--- src/rtl/byte_alu_pkg.sv ---
package byte_alu_pkg;

  typedef enum logic [1:0] {
    GRP_LOGIC = 2'b00,
    GRP_ARITH = 2'b01,
    GRP_SHIFT = 2'b10,
    GRP_PORT  = 2'b11
  } alu_grp_e;

  typedef enum logic [2:0] {
    INJ_ZERO   = 3'b000,
    INJ_ONE    = 3'b001,
    INJ_EDGE   = 3'b010,
    INJ_CARRY  = 3'b011,
    INJ_ROTATE = 3'b100
  } inj_src_e;

  // carry-in for the shared adder: subtracts use the inverted carry
  function automatic logic adder_cin(input logic [1:0] fn, input logic cflag);
    case (fn)
      2'b00:   adder_cin = 1'b0;
      2'b01:   adder_cin = cflag;
      2'b10:   adder_cin = 1'b1;
      default: adder_cin = ~cflag;
    endcase
  endfunction

endpackage

--- src/rtl/byte_alu_logic.sv ---
module byte_alu_logic #(
  parameter int W = 8
) (
  input  logic [W-1:0] a,
  input  logic [W-1:0] b,
  input  logic [1:0]   fn,
  output logic [W-1:0] y
);
  always_comb begin
    case (fn)
      2'b00:   y = a & b;
      2'b01:   y = a | b;
      2'b10:   y = a ^ b;
      default: y = b;
    endcase
  end
endmodule

--- src/rtl/byte_alu_adder.sv ---
module byte_alu_adder #(
  parameter int W = 8
) (
  input  logic [W-1:0] a,
  input  logic [W-1:0] b,
  input  logic [1:0]   fn,
  input  logic         cflag,
  output logic [W-1:0] sum,
  output logic         cout
);
  import byte_alu_pkg::*;

  logic [W-1:0] b_eff;
  logic         cin;
  logic [W:0]   wide;

  assign b_eff = fn[1] ? ~b : b;
  assign cin   = adder_cin(fn, cflag);
  assign wide  = {1'b0, a} + {1'b0, b_eff} + {{W{1'b0}}, cin};
  assign sum   = wide[W-1:0];
  assign cout  = wide[W];
endmodule

--- src/rtl/byte_alu_shifter.sv ---
module byte_alu_shifter #(
  parameter int W = 8
) (
  input  logic [W-1:0] a,
  input  logic [3:0]   ctl,
  input  logic         cflag,
  output logic [W-1:0] y,
  output logic         out_bit
);
  import byte_alu_pkg::*;

  logic go_right;
  logic inj;

  assign go_right = ctl[3];

  always_comb begin
    case (inj_src_e'(ctl[2:0]))
      INJ_ZERO:   inj = 1'b0;
      INJ_ONE:    inj = 1'b1;
      INJ_EDGE:   inj = go_right ? a[W-1] : a[0];
      INJ_CARRY:  inj = cflag;
      INJ_ROTATE: inj = go_right ? a[0] : a[W-1];
      default:    inj = 1'b0;
    endcase
  end

  assign y       = go_right ? {inj, a[W-1:1]} : {a[W-2:0], inj};
  assign out_bit = go_right ? a[0] : a[W-1];
endmodule

--- src/rtl/byte_alu.sv ---
module byte_alu #(
  parameter int DATA_W = 8
) (
  input  logic              clk,
  input  logic              rst_n,
  input  logic              exec_en,
  input  logic [1:0]        grp_sel,
  input  logic [1:0]        func_sel,
  input  logic [3:0]        shift_ctl,
  input  logic              b_is_const,
  input  logic [DATA_W-1:0] reg_a,
  input  logic [DATA_W-1:0] reg_b,
  input  logic [DATA_W-1:0] imm_k,
  input  logic [DATA_W-1:0] port_in,
  output logic [DATA_W-1:0] result,
  output logic              carry_flag,
  output logic              zero_flag
);
  import byte_alu_pkg::*;

  localparam int NGRP = 4;

  logic [DATA_W-1:0] opnd_b;
  logic [DATA_W-1:0] logic_y;
  logic [DATA_W-1:0] add_y;
  logic [DATA_W-1:0] shift_y;
  logic              add_cout;   // raw adder carry-out, observed by checker
  logic              shift_out;  // bit leaving the shifter
  logic [DATA_W-1:0] grp_y [NGRP];
  logic [DATA_W-1:0] sel_y;
  logic              carry_next;
  logic              flags_wr;

  assign opnd_b = b_is_const ? imm_k : reg_b;

  byte_alu_logic #(.W(DATA_W)) logic_i (
    .a(reg_a), .b(opnd_b), .fn(func_sel), .y(logic_y)
  );

  byte_alu_adder #(.W(DATA_W)) adder_i (
    .a(reg_a), .b(opnd_b), .fn(func_sel), .cflag(carry_flag),
    .sum(add_y), .cout(add_cout)
  );

  byte_alu_shifter #(.W(DATA_W)) shifter_i (
    .a(reg_a), .ctl(shift_ctl), .cflag(carry_flag),
    .y(shift_y), .out_bit(shift_out)
  );

  assign grp_y[GRP_LOGIC] = logic_y;
  assign grp_y[GRP_ARITH] = add_y;
  assign grp_y[GRP_SHIFT] = shift_y;
  assign grp_y[GRP_PORT]  = port_in;
  assign sel_y = grp_y[grp_sel];

  always_comb begin
    case (alu_grp_e'(grp_sel))
      GRP_LOGIC: carry_next = 1'b0;
      GRP_ARITH: carry_next = add_cout ^ func_sel[1];
      GRP_SHIFT: carry_next = shift_out;
      default:   carry_next = carry_flag;
    endcase
  end

  assign flags_wr = exec_en && (alu_grp_e'(grp_sel) != GRP_PORT);

  always_ff @(posedge clk or negedge rst_n) begin
    if (!rst_n) begin
      result     <= '0;
      carry_flag <= 1'b0;
      zero_flag  <= 1'b0;
    end else begin
      if (exec_en) result <= sel_y;
      if (flags_wr) begin
        carry_flag <= carry_next;
        zero_flag  <= (sel_y == '0);
      end
    end
  end
endmodule

--- config.mk ---
export PLATFORM = sky130hd
export DESIGN_NAME = byte_alu
export DESIGN_NICKNAME = d
export VERILOG_FILES = /design/src/rtl/byte_alu_pkg.sv /design/src/rtl/byte_alu_logic.sv /design/src/rtl/byte_alu_adder.sv /design/src/rtl/byte_alu_shifter.sv /design/src/rtl/byte_alu.sv
export SDC_FILE = /design/constraint.sdc
export NUM_CORES = 1
export LEC_CHECK = 0
export BUFFER_PORTS_ARGS = -buffer_cell sky130_fd_sc_hd__buf_2
export CAP_MARGIN = 20
export CORE_MARGIN = 2
export CORE_UTILIZATION = 35
export CTS_BUF_LIST = sky130_fd_sc_hd__clkbuf_8
export CTS_CLUSTER_SIZE = 24
export DETAILED_ROUTE_END_ITERATION = 10
export PLACE_DENSITY = 0.67
export SLEW_MARGIN = 40
export SYNTH_ARGS = -nofsm -noshare
export SYNTH_HDL_FRONTEND = slang
export SYNTH_SLANG_ARGS = --single-unit
--- constraint.sdc ---
create_clock -name clk -period 5.3 [get_ports clk]
set_input_delay 1.06 -clock clk [delete_from_list [all_inputs] [get_ports clk]]
set_output_delay 1.06 -clock clk [all_outputs]
set_load 0.05 [all_outputs]
==> metrics.txt <==
vias=roughly 1,800; Post-CTS Hold Fix Bufs=0; DRT Pass-1 Iters=4; Power Density=207 nW/um^2; Final Slew Violations=0; CP Launch Type=primary input; die area=around 6000 sq um; Die Width=77.3 um; H-Tree Level Count=1; Die Y=between 70 and 80 um; post_cts resized=0; Final ANT Viol Nets=0; # DRC=0; Max IR drop VDD=103 uV; GRT Overall Usage=between 15 and 20%; Worst Reg-to-Reg Cells=12; Final period util=a little under three quarters; post-layout util=43.5%; Synth area leaders=ha_1 (17%), dfrtp_1 (13%), mux2i_1 (8.5%); CTS max path bufs=2; Final setup viols=0; grt ovf=0; register area share after synthesis=about an eighth; num rows=26; Yosys warnings=0; clock root buffer master=clkbuf_8; First DRT Iteration DRCs=around 140; Syn Inst Count=around 220; leading area contributor after synthesis=ha_1; maximum clock rate=~0.26 GHz; Leak=roughly 1.1 nW; I/O pins=54; Setup TNS Final=0 ns; Data required, critical path=5.44 ns; maxcap violations=0; Setup Buffers After CTS=0; core area=about 5100 sq um; Min Clock Period, post-route=about 3.8 ns; Slew HR=56.2%; CP Max Fanout=8; Final GP Congestion=roughly 0.85; largest net degree at the start of global routing=27; CTS tree=done; top-area cell type share of the netlist area=~17%; Num CTS Buffers=3; ys flop type=dfrtp_1; Post-Syn Nets=just under 300; Finished Layout Cells=approximately 340; RSZ-0062 raised after global routing=no; worst setup path class=in -> reg; number of vias per cell=between 5 and 6; Hold Crit Class=reg -> reg; Synth Register Bits=10; Area Growth Syn to Fin=18.9%; Netlist cell types=46; Reg clk slew, reported paths=0.05 ns; Hold Vio Cnt, Final=0; Worst Slack Setup Final=between 1 and 1.5 ns; DP Worst Slack=approximately 1.2 ns; ant diodes=0; worst skew pair latency=between 0.2 and 0.25 ns; Post-DP HPWL=between 3000 and 4000 um; pin slew with the least headroom to its limit=around 0.66 ns; Final Net Count=between 300 and 400; final WL=4840 um; Placed Cells=334; first-pass GRT wire length=8090 um; cell area after synthesis=roughly 1900 sq um; asr flop ratio synth=100%; initial antenna violation count=0; final clock skew=0.000599 ns; total chip power=between 0.4 and 0.5 mW; share of layout cells above drive strength 1=28.4%; Starting Density=between 30% and 40%; Post-synth EDFFs=0; Setup crit end kind=flop; Num Clock Sinks=10; status=finished clean; WL/cell=roughly 14 um; Syn Area/Cell=about 8.5 sq um; hold path depth=2; number of port buffers=53; vias in the first global route=roughly 1,700; Critical Path AT=3.94 ns; top post-synthesis cells by count=ha_1 (26), inv_1 (26), a21oi_1 (20), mux2i_1 (16), nand2_1 (15)
-- power breakdown --
| part | internal (mW) | switching [mW] |
|---|---|---|
| combinational | 0.106 | 0.163 |
| clock | 0.0654 | 0.0310 |
| sequential | 0.0900 | 0.00662 |
| total | 0.262 | 0.201 |
-- layout by cell type, fill, tap and decap left out, types with 4 or more instances in the layout --
cell      count
ha_1         26
buf_2        53
a21oi_1      20
mux2i_1      16
nor2_1       11
inv_1        26
mux2_2        8
xnor2_1      13
dfrtp_1      10
nand2_1      15
mux4_2        4
o21ai_0       8
nor3_1        6
nand2b_1      8
clkbuf_8      4
-- final timing paths --
path,slack [ns],start,endpoint
setup / recovery,1.50,b_is_const,zero_flag$_DFFE_PN0P_
hold / removal,0.48,zero_flag$_DFFE_PN0P_,zero_flag$_DFFE_PN0P_
setup reg to reg,2.56,carry_flag$_DFFE_PN0P_,zero_flag$_DFFE_PN0P_
hold reg to reg,0.48,zero_flag$_DFFE_PN0P_,zero_flag$_DFFE_PN0P_
max in group asynchronous,4.44,rst_n,zero_flag$_DFFE_PN0P_
min in group asynchronous,0.67,rst_n,result[0]$_DFFE_PN0P_
-- state kept, by name (all words and copies together), names as in the netlist --
register / cells
zero_flag: 1
carry_flag: 1
result: 8
-- final cells by class --
| cell class | instances | area (sq um) |
|---|---|---|
| Fill cell | 550 | 2910 |
| Multi-Input combinational cell | 173 | 1470 |
| Timing Repair Buffer | 53 | 265 |
| Sequential cell | 10 | 250 |
| Inverter | 28 | 105 |
| Tap cell | 70 | 87.6 |
| Clock buffer | 4 | 55.1 |
-- metrics by stage --
step / hold WS [ns] / area (sq um)
5_1_grt: 0.521 / 2230
3_5_place_dp: 0.469 / 2180
2_1_floorplan: 0.750 / 1880
3_3_place_gp: 0.479 / 2180
6_report: 0.484 / 2230
4_1_cts: 0.487 / 2230
-- cells by family (layout without fill, tap and decap cells) --
| kind of cell | after synthesis | count (layout) | synth area share, % |
|---|---|---|---|
| AOI/OAI and AO/OA | 52 | 52 | 18.2 |
| buffers and inverters | 39 | 85 | 8.39 |
| muxes | 30 | 30 | 20.5 |
| and+or+nand+nor | 48 | 48 | 13.1 |
| DFF | 10 | 10 | 13.3 |
| adders and majority gates | 28 | 28 | 19.4 |
| xor gates and xnor gates | 15 | 15 | 6.99 |
-- critical path, stage by stage --
cell and delay [ns]:
buf_2 0.30, mux2i_1 0.41, xnor2_1 0.19, fa_1 0.22, inv_1 0.05, fa_1 0.47
nor2_1 0.04, a21oi_1 0.13, a21oi_1 0.08, or3b_2 0.49, nor2_1 0.18, nand4b_4 0.11
o41ai_2 0.20
-- layer usage --
metal  global-route usage [%]  vias to the layer above  wire length [um]
li1                         -                      880                 -
met1                     22.0                      821              2230
met2                     29.7                       46              2320
met3                     2.82                        4               236
met4                     3.75                        0                50
met5                        0                        -                 0
No activity file was read; power rests on OpenSTA's default activity.
